[src/rtl/trk_pkg.sv]
package trk_pkg;
    // One-cycle move chosen for the code register
    typedef enum logic [1:0] {
        MOVE_HOLD = 2'd0,
        MOVE_UP   = 2'd1,
        MOVE_DOWN = 2'd2
    } move_t;
endpackage

[src/rtl/step_select.sv]
module step_select
    import trk_pkg::*;
#(
    parameter int WIDTH = 8
) (
    input  logic             enable,
    input  logic             dac_below,
    input  logic [WIDTH-1:0] code,
    output move_t            move
);
    localparam logic [WIDTH-1:0] CODE_TOP = {WIDTH{1'b1}};
    localparam logic [WIDTH-1:0] CODE_BOT = {WIDTH{1'b0}};

    logic at_top;
    logic at_bot;

    assign at_top = (code == CODE_TOP);
    assign at_bot = (code == CODE_BOT);

    always_comb begin
        move = MOVE_HOLD;
        unique case ({enable, dac_below})
            2'b11:   move = at_top ? MOVE_HOLD : MOVE_UP;
            2'b10:   move = at_bot ? MOVE_HOLD : MOVE_DOWN;
            default: move = MOVE_HOLD;
        endcase
    end
endmodule

[src/rtl/code_counter.sv]
module code_counter
    import trk_pkg::*;
#(
    parameter int WIDTH = 8
) (
    input  logic             clk,
    input  logic             rst,
    input  move_t            move,
    output logic [WIDTH-1:0] code
);
    localparam logic [WIDTH-1:0] CODE_MID = {1'b1, {(WIDTH-1){1'b0}}};
    localparam logic [WIDTH-1:0] ONE      = {{(WIDTH-1){1'b0}}, 1'b1};

    always_ff @(posedge clk) begin
        if (rst) begin
            code <= CODE_MID;
        end else begin
            unique case (move)
                MOVE_UP:   code <= code + ONE;
                MOVE_DOWN: code <= code - ONE;
                default:   code <= code;
            endcase
        end
    end

    // first cycle after reset shows midscale
    assert_reset_mid_R1: assert property (@(posedge clk) disable iff (rst)
        $past(rst) |-> code == CODE_MID);

    // never more than one LSB per clock, no wrap
    assert_single_step_R4: assert property (@(posedge clk) disable iff (rst)
        !$past(rst) |->
            (({1'b0, code} == {1'b0, $past(code)})) ||
            (({1'b0, code} == {1'b0, $past(code)} + {1'b0, ONE})) ||
            (({1'b0, $past(code)} == {1'b0, code} + {1'b0, ONE})));
endmodule

[src/rtl/track_adc_core.sv]
module track_adc_core
    import trk_pkg::*;
#(
    parameter int WIDTH = 8
) (
    input  logic             clk,
    input  logic             rst,
    input  logic             enable,
    input  logic             dac_below,
    output logic [WIDTH-1:0] code_out
);
    localparam logic [WIDTH-1:0] CODE_TOP = {WIDTH{1'b1}};
    localparam logic [WIDTH-1:0] CODE_BOT = {WIDTH{1'b0}};
    localparam logic [WIDTH-1:0] ONE      = {{(WIDTH-1){1'b0}}, 1'b1};

    move_t move;

    step_select #(.WIDTH(WIDTH)) u_sel (
        .enable    (enable),
        .dac_below (dac_below),
        .code      (code_out),
        .move      (move)
    );

    code_counter #(.WIDTH(WIDTH)) u_cnt (
        .clk  (clk),
        .rst  (rst),
        .move (move),
        .code (code_out)
    );

    // count up when the DAC output is below the input
    assert_count_up_R2: assert property (@(posedge clk) disable iff (rst)
        enable && dac_below && code_out != CODE_TOP |=> code_out == $past(code_out) + ONE);

    // count down when the DAC output is at or above the input
    assert_count_down_R3: assert property (@(posedge clk) disable iff (rst)
        enable && !dac_below && code_out != CODE_BOT |=> code_out == $past(code_out) - ONE);

    // clamp at all-ones
    assert_clamp_top_R5: assert property (@(posedge clk) disable iff (rst)
        enable && dac_below && code_out == CODE_TOP |=> code_out == CODE_TOP);

    // clamp at zero
    assert_clamp_bot_R6: assert property (@(posedge clk) disable iff (rst)
        enable && !dac_below && code_out == CODE_BOT |=> code_out == CODE_BOT);

    // frozen while disabled
    assert_freeze_R7: assert property (@(posedge clk) disable iff (rst)
        !enable |=> $stable(code_out));
endmodule

[config.mk]
export PLATFORM = sky130hd
export DESIGN_NAME = track_adc_core
export DESIGN_NICKNAME = d
export VERILOG_FILES = /design/src/rtl/trk_pkg.sv /design/src/rtl/step_select.sv /design/src/rtl/code_counter.sv /design/src/rtl/track_adc_core.sv
export SDC_FILE = /design/constraint.sdc
export NUM_CORES = 1
export LEC_CHECK = 0
export ABC_AREA = 1
export ABC_CLOCK_PERIOD_IN_PS = 2500
export BUFFER_PORTS_ARGS = -buffer_cell sky130_fd_sc_hd__clkbuf_2
export CORE_MARGIN = 2
export CORE_UTILIZATION = 40
export CTS_BUF_LIST = sky130_fd_sc_hd__clkbuf_4
export DETAILED_ROUTE_END_ITERATION = 6
export PLACE_DENSITY_LB_ADDON = 0.08
export SLEW_MARGIN = 10
export SYNTH_ARGS = -nofsm -noshare
export SYNTH_HDL_FRONTEND = slang
export SYNTH_HIERARCHICAL = 1
export SYNTH_SLANG_ARGS = --single-unit
[constraint.sdc]
create_clock -name clk -period 2.5 [get_ports clk]
set_input_delay 0.5 -clock clk [delete_from_list [all_inputs] [get_ports clk]]
set_output_delay 0.5 -clock clk [all_outputs]
set_load 0.1 [all_outputs]
Word level (Yosys, flattened, before mapping)
Cells that the tools add are included.
{ "classes": {"bitwise": 0, "div": 0, "n_addsub": 2, "n_lt_le_gt_ge": 0, "n_mux": 4, "reduce_logical": 2, "multipliers": 0, "eq_ne": 5, "shifts": 0} }
{ "op_table": {"columns": ["op", "count"], "rows": [
  ["8-bit case mux with 2 select lines", 1],
  ["8-bit by 1-bit adder with 8-bit output (second input constant)", 1],
  ["8-bit == test (second input constant)", 1],
  ["8-bit logical NOT", 1],
  ["8-bit by 1-bit subtractor with 8-bit output (second input constant)", 1],
  ["2-bit == test (second input constant)", 3],
  ["2-bit case mux with 2 select lines", 1],
  ["2-bit by 1-bit == test with 1-bit output (second input constant)", 1],
  ["2-bit two-way mux", 1],
  ["2-bit nonzero test", 1],
  ["1-bit two-way mux", 1]
]} }
{ "word_totals": {"wordCells": 14, "ff_bits": 8, "mem_bits_rw": 0, "rom_bits": 0, "latch_bits": 0, "mem_count": 0, "input_bits": 4, "output_inout_bits": 8} }

Longest topological paths before layout
Gate-level depths: netlist of run 1.
{ "depth": {"word_depth": 5, "mapped_depth": 18, "mapped_depth_nobuf": 18} }

Hierarchy
Netlist of run 1, hierarchy kept.
{ "modules_own_cells": {"columns": ["module", "n_inst", "seq_area_each_um2", "area_per_inst_um2", "cells_each"], "rows": [
  ["code_counter", 1, 160.2, 785.8, 127],
  ["step_select", 1, 0.0, 68.8, 18]
]} }

Least setup slack after synthesis of run 1
OpenSTA, ideal clock, no wires.
{ "synth_path": {"path_type": "register to register", "start": "register u_cnt.code[4]", "end": "register u_cnt.code[6]", "period_less_slack_ns": 2.805, "setup_slack_ns": -0.305, "setup_ns": 0.109, "arrival_ns": 2.696, "path_stages_with_launch": 19, "required_ns": 2.391, "cell_sequence": "dfxtp_1 > nand2_1 > nor2_1 > a21oi_1 > inv_1 > ha_1 > buf_6 > nand2_1 > nand2_1 > inv_1 > ha_1 > a21oi_1 > inv_1 > nand3_2 > nand2_2 > nand2_1 > nand3_1 > nand2_1 > inv_1"} }
{ "synth_between": {"elab_chain_len": 5, "elab_cells_between_ends": 11} }
{ "synth_lines": {"columns": ["item", "line", "text"], "rows": [
  ["start: declaration", "code_counter.sv:9", "output logic [WIDTH-1:0] code"],
  ["start signal: assignment", "code_counter.sv:19", "MOVE_UP: code <= code + ONE;"],
  ["start signal: assignment", "code_counter.sv:20", "MOVE_DOWN: code <= code - ONE;"],
  ["start signal: assignment", "code_counter.sv:21", "default: code <= code;"],
  ["8-bit == test *", "step_select.sv:17", "assign at_top = (code == CODE_TOP);"],
  ["1-bit two-way mux *", "step_select.sv:23", "2'b11: move = at_top ? MOVE_HOLD : MOVE_UP;"],
  ["2-bit case mux with 2 select lines *", "step_select.sv:22", "unique case ({enable, dac_below})"],
  ["net move[0]", "track_adc_core.sv:16", "move_t move;"],
  ["2-bit == test or 2-bit by 1-bit == test with 1-bit output (tied branches)", "code_counter.sv:18", "unique case (move)"],
  ["8-bit case mux with 2 select lines or 2-bit nonzero test (tied branches)", null, null]
]} }
The timed path passes the listed nets; every way through them passes the cells marked *.
A chain may end at the register's enable or synchronous reset.

Worst setup path after layout of run 1
Ends and elaborated chain as after synthesis.

==> summary.txt, run 1 <==
Timing
  – Tightest Pin Transition: 0.542 ns
  – F_max: 461 MHz
  – Hold Vio Cnt, Final: 0
  – Final clock skew: 0.00226 ns
  – Slew margin rel.: 64.0%
  – Hold slack: 0.520 ns
  – Period utilization: 86.8%
  – Final worst path period need: 2.17 ns
  – Setup violations, final: 0
  – Final Max Slew Viols: 0
  – Unrepaired setup endpoints after global routing: false
  – Sum of negative setup slack: 0 ns

Finish
  – Max FFs per register: 8
  – Final Util: 47.8%
  – Reg with most FFs: u_cnt/code
  – Ant diodes: 0
  – Nets: 166
  – Fillers: 225
  – Layout cells sized above 1: 25.5%
  – Final std cells w/o fill: 184
  – Top Registers: u_cnt/code (8)
  – Storage element area: 170 um2
  – Multi-input gate area: 572 um2
  – Synth-to-Final Area Change: 10.8%

Routing
  – Initial DRC Count: 22
  – Wire length per cell: 10.8 um
  – Final wirelength: 1990 um
  – ANT nets after route: 0
  – DR vias: 853
  – Detailed Routing Iterations Pass 1: 4
  – Vias/cell: 4.64
  – Drc violations: 0

Clock network
  – CTS Buf Count: 3
  – H-Tree Depth: 1
  – Clock root buffer: clkbuf_4
  – TritonCTS clock tree: done
  – Worst-path clk slew: 0.05 ns
  – Gates resized, CTS repair: 0
  – Clock Latency Late Sink: 0.25 ns
  – Clk buf depth: 2
  – CTS Sinks: 8
  – Post-CTS setup buffers: 0
  – CTS Hold Bufs: 0

Power and ir drop
  – VDD IR max: 0.415 mV
  – Pwr Total: 0.605 mW
  – PwrDens: 638 mW/mm2
  – Leakage: 0.512 nW

Global routing
  – First-pass GRT wire length: 3280 um
  – Grt ovf: 0
  – Vias in the first global route: 720
  – GRT Overall Usage: 17.0%
  – Antenna violations before repair: 0
  – Largest net degree at the start of global routing: 12

Synthesis
  – Yosys reg bits: 8
  – Synthesized-area fraction occupied by adder cells: 4.39%
  – Post-Syn Instances: 145
  – Largest cells by area after synthesis: nand2_1 (22%), dfxtp_1 (19%), inv_1 (8.3%), nand3_1 (8.2%), nor2_1 (6.1%)
  – Net Count, Synth: 152
  – Largest family of logic cells by synthesized area: simple AND/OR/NAND/NOR gates
  – Synth Cell Area: 855 um2
  – Mux cell area share after synthesis: 0%
  – Synth Area in Simple Gates: 50.2%
  – Cell variety after synth: 25
  – Sequential area share after synthesis: 18.7%
  – Avg Cell Area, Syn: 5.89 um2
  – Library cell with the largest summed area after synthesis: nand2_1
  – Synth top area share: 22.4%
  – Synth Area in XOR/XNOR: 3.07%
  – Synth Area in Compound Gates: 9.22%
  – Syn. warnings: 6

Worst setup path
  – CP Data Arrival Time: 2.32 ns
  – Setup crit end kind: register
  – Critical Path RT: 2.65 ns
  – Critical Path Source Type: register
  – Critical path class: register to register
  – CP max FO: 6

Placed design
  – RePlAce Congestion: 0.869
  – Cells after DPL: 181
  – Port-buffer cells: 11
  – Dpl hpwl: 1570 um

Hold path
  – HP Class: register to register

Die
  – DIE WIDTH: 50.2 um
  – Initial Util: 43.1%
  – Rows: 16
  – # IOs: 12
  – Die Height: 50.2 um
  – Core footprint: 0.00198 mm2
  – Die area: 0.00252 mm2

Flow run
  – Max-cap violations: 0

Outcome
  – Outcome: complete, no violations
-- metal layers --
metal	vias up	GRT usage [%]	share of wire, %
li1	470	-	-
met1	370	25.5	54
met2	13	25.2	44
met3	0	1.79	2.0
met4	0	5.56	0
met5	-	0	0
-- where the power goes --
part / switching (mW) / internal [mW]
registers: 0.0305 / 0.149
logic: 0.246 / 0.0813
clock network: 0.0426 / 0.0549
total: 0.319 / 0.285
-- Yosys cell counts, drive strengths merged --
master  number
nand3       15
xnor2        1
or2          1
dfxtp        8
ha           3
a21oi        8
o21bai       1
clkbuf       3
inv         21
a21boi       1
and2         1
nand2       57
o21ai        1
a211oi       1
nor2        19
buf          1
nand4        1
xor2         2
-- path summary, 6_finish.rpt --
check / cells past startpoint / to / slack [ns] / start
max: 18 / u_cnt/code[6] / 0.33 / u_cnt/code[4]
min: 2 / u_cnt/code[7] / 0.52 / u_cnt/code[7]
max reg2reg: 18 / u_cnt/code[6] / 0.33 / u_cnt/code[4]
min reg2reg: 2 / u_cnt/code[7] / 0.52 / u_cnt/code[7]
-- cell usage in the layout (no fill, tap or decap), types with 3 or more instances in the layout --
master,instances
nor2_2,3
inv_1,19
ha_1,3
clkbuf_2,11
clkbuf_4,3
nand3_1,14
nor2_1,14
dfxtp_2,8
nand2_2,5
nand2_1,51
a21oi_1,8
-- cell families after synthesis --
logic type,count (synthesis)
xor gates and xnor gates,3
and+or+nand+nor,94
adders and majority gates,3
DFF,8
buffers and inverters,25
AOI/OAI and AO/OA,12
-- per-stage QoR --
| step | area (um2) | worst slack, ns |
|---|---|---|
| after global routing | 947 | 0.0587 |
| final | 947 | 0.330 |
| after floorplan | 865 | 0.0993 |
| after CTS | 947 | 0.342 |
| after global placement | 925 | 0.264 |
| after detailed placement | 925 | 0.227 |
-- final cells by class --
class	count	area share, %
multi-input cells	112	60.4
flip-flops and latches	8	18.0
inverters	21	8.32
clock buffers	3	2.38
repair buffers	13	7.40
well taps	27	3.57
-- critical path, cell delays in order (launching register included) --
cell and delay (ns):
dfxtp_2 0.36, nand2_1 0.08, nor2_1 0.04, a21oi_1 0.11, inv_1 0.07, ha_1 0.23
inv_1 0.08, nand2_1 0.07, nand2_1 0.09, inv_1 0.05, ha_1 0.17, a21oi_1 0.19
inv_1 0.09, nand3_2 0.10, nand2_2 0.05, nand2_1 0.05, nand3_1 0.11, nand2_1 0.09
inv_1 0.04
(Power assumes the default switching activity.)
==> inputs of run 2 (changes only) <==
--- a/config.mk
+++ b/config.mk
@@ -6,7 +6,6 @@
 export NUM_CORES = 1
 export LEC_CHECK = 0
 export ABC_AREA = 1
-export ABC_CLOCK_PERIOD_IN_PS = 2500
 export BUFFER_PORTS_ARGS = -buffer_cell sky130_fd_sc_hd__clkbuf_2
 export CORE_MARGIN = 2
 export CORE_UTILIZATION = 40
@@ -16,5 +15,4 @@
 export SLEW_MARGIN = 10
 export SYNTH_ARGS = -nofsm -noshare
 export SYNTH_HDL_FRONTEND = slang
-export SYNTH_HIERARCHICAL = 1
 export SYNTH_SLANG_ARGS = --single-unit
==> summary.txt, run 2 <==
Outcome
  – Outcome: complete, no violations

Clock network
  – H-Tree Depth: 1 (unchanged)
  – Clk buf depth: 2 (unchanged)
  – CTS Sinks: 8 (unchanged)
  – Clock Latency Late Sink: 0.25 ns (about the same)
  – Clock root buffer: clkbuf_4
  – TritonCTS clock tree: done
  – Post-CTS setup buffers: 0 (unchanged)
  – CTS Buf Count: 3 (unchanged)
  – Worst-path clk slew: 0.05 ns (about the same)

Routing
  – Initial DRC Count: 13 (-41%)
  – Drc violations: 0 (unchanged)
  – Final wirelength: 1560 um (-22%)
  – DR vias: 739 (-13%)
  – Vias/cell: 4.77 (+2.8%)
  – Wire length per cell: 10.1 um (-6.9%)
  – Detailed Routing Iterations Pass 1: 4 (unchanged)
  – ANT nets after route: 0 (unchanged)

Placed design
  – Dpl hpwl: 1300 um (-17%)
  – Port-buffer cells: 11 (unchanged)
  – Pre-CTS setup slack: 0.246 ns (+0.0193 ns)
  – RePlAce Congestion: 0.805 (-7.4%)

Synthesis
  – Yosys reg bits: 8 (unchanged)
  – Most frequent cell after synthesis: nand2_1
  – Synth top area share: 21.7% (-0.71 points)
  – Largest cells by area after synthesis: dfxtp_1 (22%), nand2_1 (16%), ha_1 (12%), inv_1 (9.2%), nor2_1 (7.6%)
  – Synth async-reset ratio: 0% (unchanged)
  – Synth Cell Area: 738 um2 (-14%)
  – EDFF count, synth: 0 (unchanged)
  – Avg Cell Area, Syn: 6.31 um2 (+7.1%)
  – Library cell with the largest summed area after synthesis: dfxtp_1
  – Sequential area share after synthesis: 21.7% (+3.0 points)
  – Syn. warnings: 0 (-6)
  – Net Count, Synth: 129 (-15%)
  – Synth top cells by count: nand2_1 (32), inv_1 (18), nor2_1 (15), nand3_1 (10), dfxtp_1 (8)
  – Synth Flop Type: dfxtp_1
  – Post-Syn Instances: 117 (-19%)
  – Cell variety after synth: 23 (-8.0%)

Die
  – Initial Util: 42.8% (-0.37 points)
  – Rows: 15 (-1)
  – Core footprint: 0.00173 mm2 (-13%)
  – # IOs: 12 (unchanged)
  – Die area: 0.00221 mm2 (-13%)
  – Die Height: 47.0 um (-6.5%)
  – DIE WIDTH: 47.0 um (-6.5%)

Global routing
  – Largest net degree at the start of global routing: 14 (+2)
  – Antenna violations before repair: 0 (unchanged)
  – Grt ovf: 0 (unchanged)
  – First-pass GRT wire length: 2710 um (-17%)
  – GRT Overall Usage: 17.7% (+0.68 points)
  – Vias in the first global route: 638 (-11%)

Finish
  – Most common cell after layout, fill and taps aside: nand2_1
  – Final Util: 49.1% (+1.3 points)
  – Synth-to-Final Area Change: 14.9%
  – Commonest non-fill, non-tap cells in the layout: nand2_1 (32), inv_1 (18), nor2_1 (15)
  – Top Registers: u_cnt.code (8)
  – Ant diodes: 0 (unchanged)
  – Nets: 144 (-13%)
  – Layout cells sized above 1: 23.8% (-1.6 points)
  – Max FFs per register: 8 (unchanged)
  – Reg with most FFs: u_cnt.code

Power and ir drop
  – Sw power: 0.288 mW (-9.7%)
  – Int Pwr: 0.279 mW (-2.1%)
  – Clock share of power: 16.9% (+0.8 points)
  – Pwr Total: 0.567 mW (-6.1%)
  – Sequential share of power: 30.8% (+1.1 points)
  – PwrDens: 669 mW/mm2 (+4.8%)
  – Sw Share: 50.8% (-2.0 points)
  – Leakage: 0.464 nW (-9.4%)
  – Comb pwr share: 52.3% (-1.8 points)
  – VDD IR max: 0.583 mV (+41%)

Timing
  – Slew margin rel.: 64.0% (about the same)
  – Setup violations, final: 0 (unchanged)
  – Final clock skew: 0.00249 ns (+0.000227 ns)
  – Setup slack after layout: 0.306 ns (-0.0231 ns)
  – Sum of negative setup slack: 0 ns (unchanged)
  – Unrepaired setup endpoints after global routing: false
  – Final worst path period need: 2.19 ns (+0.0231 ns)
  – F_max: 456 MHz (-1.1%)
  – Tightest Pin Transition: 0.543 ns (+0.000757 ns)
  – Final Max Slew Viols: 0 (unchanged)
  – Hold Vio Cnt, Final: 0 (unchanged)
  – Period utilization: 87.7% (+0.92 points)

Hold path
  – Hold Path Stages: 2 (unchanged)
  – HP Class: register to register

Worst setup path
  – R2R cell count: 12 (-6)
  – Critical path class: register to register
  – CP Data Arrival Time: 2.33 ns (about the same)
  – Setup crit end kind: register
  – Critical Path Source Type: register
  – CP max FO: 6 (unchanged)
  – Critical Path RT: 2.64 ns (about the same)

Flow run
  – Max-cap violations: 0 (unchanged)
run 2: cell count changes in the layout (fill, tap and decap cells not counted), moves of 2 or more:
cell,change
nand3_1,-4
nor2_2,-3
nor2_4,-2
a21oi_1,-3
ha_1,+4
nand2_1,-19
nand2_2,-3
run 2: power by group through the flow:
stage,Clock [mW],Sequential [mW],Combinational (mW)
finish,0.0958,0.175,0.297
global route,0.110,0.177,0.328
CTS,0.101,0.174,0.299
detailed placement,0,0.176,0.298
global placement,0,0.175,0.297
floorplan,0,0.291,0.136
run 2: per-layer routing:
layer  GRT usage (%)  vias up  share of wire, %
li1                -      399                 -
met1            22.8      326                47
met2            27.4       12                48
met3            7.69        2               4.5
met4            4.44        0              0.38
met5               0        -                 0
run 2: kinds of logic after synthesis:
group	share of synthesized area, %
compound gates	6.10
xor+xnor	2.37
fa+ha+maj	14.6
buf+inv	13.7
flops	21.7
simple gates	41.5
run 2: final timing paths:
kind / to / from / slack (ns)
hold reg to reg: u_cnt.code[0] / u_cnt.code[0] / 0.51
setup reg to reg: u_cnt.code[7] / u_cnt.code[0] / 0.31
hold / removal: u_cnt.code[0] / u_cnt.code[0] / 0.51
setup / recovery: u_cnt.code[7] / u_cnt.code[0] / 0.31
run 2: what timing repair did:
action	4_1_cts	5_1_grt
endpoints found under the setup margin	0	1
resized for setup	0	1
hold buffers	0	0
run 2: final cells by class:
cell class              instances  area, um2
fillers                       190        878
multi-input cells              86        483
flip-flops and latches          8        170
inverters                      21       78.8
repair buffers                 12       62.6
well taps                      25       31.3
clock buffers                   3       22.5
run 2: per-stage QoR:
| stage | area, um2 | cells | hold WS, ns |
|---|---|---|---|
| 6_report | 848 | 155 | 0.511 |
| 3_5_place_dp | 820 | 152 | 0.502 |
| 4_1_cts | 842 | 155 | 0.511 |
| 3_3_place_gp | 820 | 152 | 0.491 |
| 5_1_grt | 848 | 155 | 0.535 |
| 2_1_floorplan | 748 | 117 | 0.671 |
run 2: worst max-delay path: stages, from the launching register on:
cell and delay [ns]:
dfxtp_2 0.35, nor4_2 0.27, a21oi_1 0.10, ha_1 0.26, buf_4 0.18, ha_1 0.35, nand2_1 0.10, nor2_1 0.14
nand3_2 0.09, nand2_1 0.07, nand2_1 0.04, nand3_1 0.08, nand2_1 0.05
==> inputs of run 3 (changes only) <==
--- a/config.mk
+++ b/config.mk
@@ -7,10 +7,10 @@
 export LEC_CHECK = 0
 export ABC_AREA = 1
 export BUFFER_PORTS_ARGS = -buffer_cell sky130_fd_sc_hd__clkbuf_2
-export CORE_MARGIN = 2
-export CORE_UTILIZATION = 40
+export CORE_AREA = 2 2 39 41
 export CTS_BUF_LIST = sky130_fd_sc_hd__clkbuf_4
 export DETAILED_ROUTE_END_ITERATION = 6
+export DIE_AREA = 0 0 41 43
 export PLACE_DENSITY_LB_ADDON = 0.08
 export SLEW_MARGIN = 10
 export SYNTH_ARGS = -nofsm -noshare
==> summary.txt, run 3 (same netlist as run 2, synthesis figures left out) <==
Outcome
  – Outcome: complete, no violations

Worst setup path
  – Setup crit end kind: register
  – Worst stage delay on the critical path: 0.34 ns (about the same)
  – R2R cell count: 11 (-1)
  – Reg-to-reg slack, setup: 0.24 ns (-0.07 ns)
  – Critical path class: register to register
  – Critical Path Source Type: register
  – RR Startpoint: u_cnt.code[4]
  – Buffers plus inverters on the worst setup path: 2 (+1)
  – CP Data Arrival Time: 2.41 ns (+0.08 ns)
  – CP max FO: 5 (-1)
  – Delay-heaviest family, CP: simple AND/OR/NAND/NOR gates
  – FF-to-FF End: u_cnt.code[7]
  – CP Cell Sequence: nor4_1 -> a21oi_1 -> ha_1 -> buf_4 -> ha_1 -> nand2_1 -> inv_1 -> a21oi_1 -> nand3b_1 -> nand3_1 -> nand2_1
  – Critical Path RT: 2.65 ns (about the same)
  – Critical path's slowest cell: dfxtp_2

Routing
  – DR vias: 718 (-2.8%)
  – Vias/cell: 4.92 (+3.1%)
  – ANT nets after route: 0 (unchanged)
  – Drc violations: 0 (unchanged)
  – Initial DRC Count: 9 (-4)
  – Wire length per cell: 10.1 um (+0.39%)
  – Final wirelength: 1480 um (-5.4%)
  – Detailed Routing Iterations Pass 1: 4 (unchanged)

Power and ir drop
  – Leakage: 0.463 nW (-0.25%)
  – PwrDens: 684 mW/mm2 (+2.2%)
  – VDD IR max: 0.310 mV (-47%)

Placed design
  – RePlAce Congestion: 0.810 (+0.60%)
  – Port-buffer cells: 11 (unchanged)
  – Pre-CTS setup slack: 0.249 ns (+0.00292 ns)
  – Placed Area: 808 um2 (-1.4%)
  – Dpl hpwl: 1200 um (-7.8%)

Timing
  – Slew margin rel.: 64.1% (+0.15 points)
  – Sum of negative setup slack: 0 ns (unchanged)
  – Final worst path period need: 2.26 ns (+0.0665 ns)
  – Tightest Pin Transition: 0.541 ns (-0.00221 ns)
  – Setup slack after layout: 0.240 ns (-0.0665 ns)
  – Final Max Slew Viols: 0 (unchanged)
  – Unrepaired setup endpoints after global routing: false
  – Final clock skew: 0.000178 ns (-0.00231 ns)
  – Hold Vio Cnt, Final: 0 (unchanged)
  – Hold slack: 0.506 ns (-0.00472 ns)
  – Period utilization: 90.4% (+2.7 points)
  – Setup violations, final: 0 (unchanged)
  – F_max: 442 MHz (-2.9%)

Finish
  – Ant diodes: 0 (unchanged)
  – Fillers: 146 (-23%)
  – Layout cells sized above 1: 23.1% (-0.77 points)
  – Top Registers: u_cnt.code (8)
  – Post-route cell area: 831 um2 (-2.1%)
  – Synth-to-Final Area Change: 12.5%
  – Commonest non-fill, non-tap cells in the layout: nand2_1 (32), inv_1 (18), nor2_1 (15)
  – Reg with most FFs: u_cnt.code
  – Nets: 144 (unchanged)
  – Most common cell after layout, fill and taps aside: nand2_1
  – Max FFs per register: 8 (unchanged)

Clock network
  – CTS Sinks: 8 (unchanged)
  – Worst-path clk slew: 0.05 ns (about the same)
  – Post-CTS setup buffers: 0 (unchanged)
  – Clk buf depth: 2 (unchanged)
  – CTS Hold Bufs: 0 (unchanged)
  – Clock Latency Late Sink: 0.26 ns (about the same)
  – TritonCTS clock tree: done
  – H-Tree Depth: 1 (unchanged)
  – Gates resized, CTS repair: 0 (unchanged)
  – CTS Buf Count: 3 (unchanged)
  – Clock root buffer: clkbuf_4

Die
  – Core footprint: 0.00138 mm2 (-20%)
  – DIE WIDTH: 41 um (-13%)
  – Rows: 14 (-1)
  – # IOs: 12 (unchanged)
  – Die area: 0.00176 mm2 (-20%)
  – Die Height: 43 um (-8.4%)
  – Initial Util: 53.3% (+11 points)

Hold path
  – HP Class: register to register
  – Hold path endpoint: u_cnt.code[0]
  – Hold_sp: u_cnt.code[0]
  – Hold Path Stages: 2 (unchanged)

Global routing
  – Grt ovf: 0 (unchanged)
  – GRT Overall Usage: 21.8% (+4.0 points)
  – Vias in the first global route: 628 (-1.6%)
  – Antenna violations before repair: 0 (unchanged)
  – First-pass GRT wire length: 2570 um (-5.1%)
  – Largest net degree at the start of global routing: 14 (unchanged)

Flow run
  – Max-cap violations: 0 (unchanged)
-- run 3: cell counts in the layout (fill, tap and decap cells not counted) --
Identical to the previous run, type by type.
-- run 3: worst max path at each step --
stage               slack, ns  cells after the start             to           from
global route              0.1                     12  u_cnt.code[7]  u_cnt.code[4]
detailed placement       0.25                     12  u_cnt.code[7]  u_cnt.code[4]
CTS                      0.25                     11  u_cnt.code[7]  u_cnt.code[4]
global placement         0.30                     15  u_cnt.code[4]      dac_below
floorplan                0.06                     13  u_cnt.code[4]  u_cnt.code[1]
finish                   0.24                     11  u_cnt.code[7]  u_cnt.code[4]
-- run 3: cell type report --
| type | count | area, um2 | share of cell area (%) |
|---|---|---|---|
| inverters | 21 | 78.8 | 9.49 |
| clock buffers | 3 | 22.5 | 2.71 |
| well taps | 16 | 20.0 | 2.41 |
| multi-input cells | 86 | 477 | 57.4 |
| repair buffers | 12 | 62.6 | 7.53 |
| flip-flops and latches | 8 | 170 | 20.5 |
-- run 3: stage by stage --
step / cells / total power, mW / util, %
final: 146 / 0.568 / 60.0
after CTS: 146 / 0.574 / 60.0
after global routing: 146 / 0.610 / 60.0
after global placement: 143 / 0.469 / 58.4
after detailed placement: 143 / 0.470 / 58.4
after floorplan: 117 / 0.428 / -
-- run 3: worst register-to-register path: stages, from the launching register on --
cell	delay, ns
dfxtp_2	0.34
nor4_1	0.34
a21oi_1	0.12
ha_1	0.26
buf_4	0.18
ha_1	0.33
nand2_1	0.12
inv_1	0.05
a21oi_1	0.17
nand3b_1	0.09
nand3_1	0.11
nand2_1	0.05
-- run 3: where the power goes --
group,internal [mW],switching (mW)
sequential,0.149,0.0237
combinational,0.0743,0.221
clock,0.0551,0.0458
-- run 3: per-layer routing --
layer / GRT usage (%) / wire, um / vias to the layer above
li1: - / - / 397
met1: 27.6 / 692 / 307
met2: 32.5 / 711 / 12
met3: 9.42 / 66 / 2
met4: 6.00 / 8 / 0
met5: 0 / 0 / -
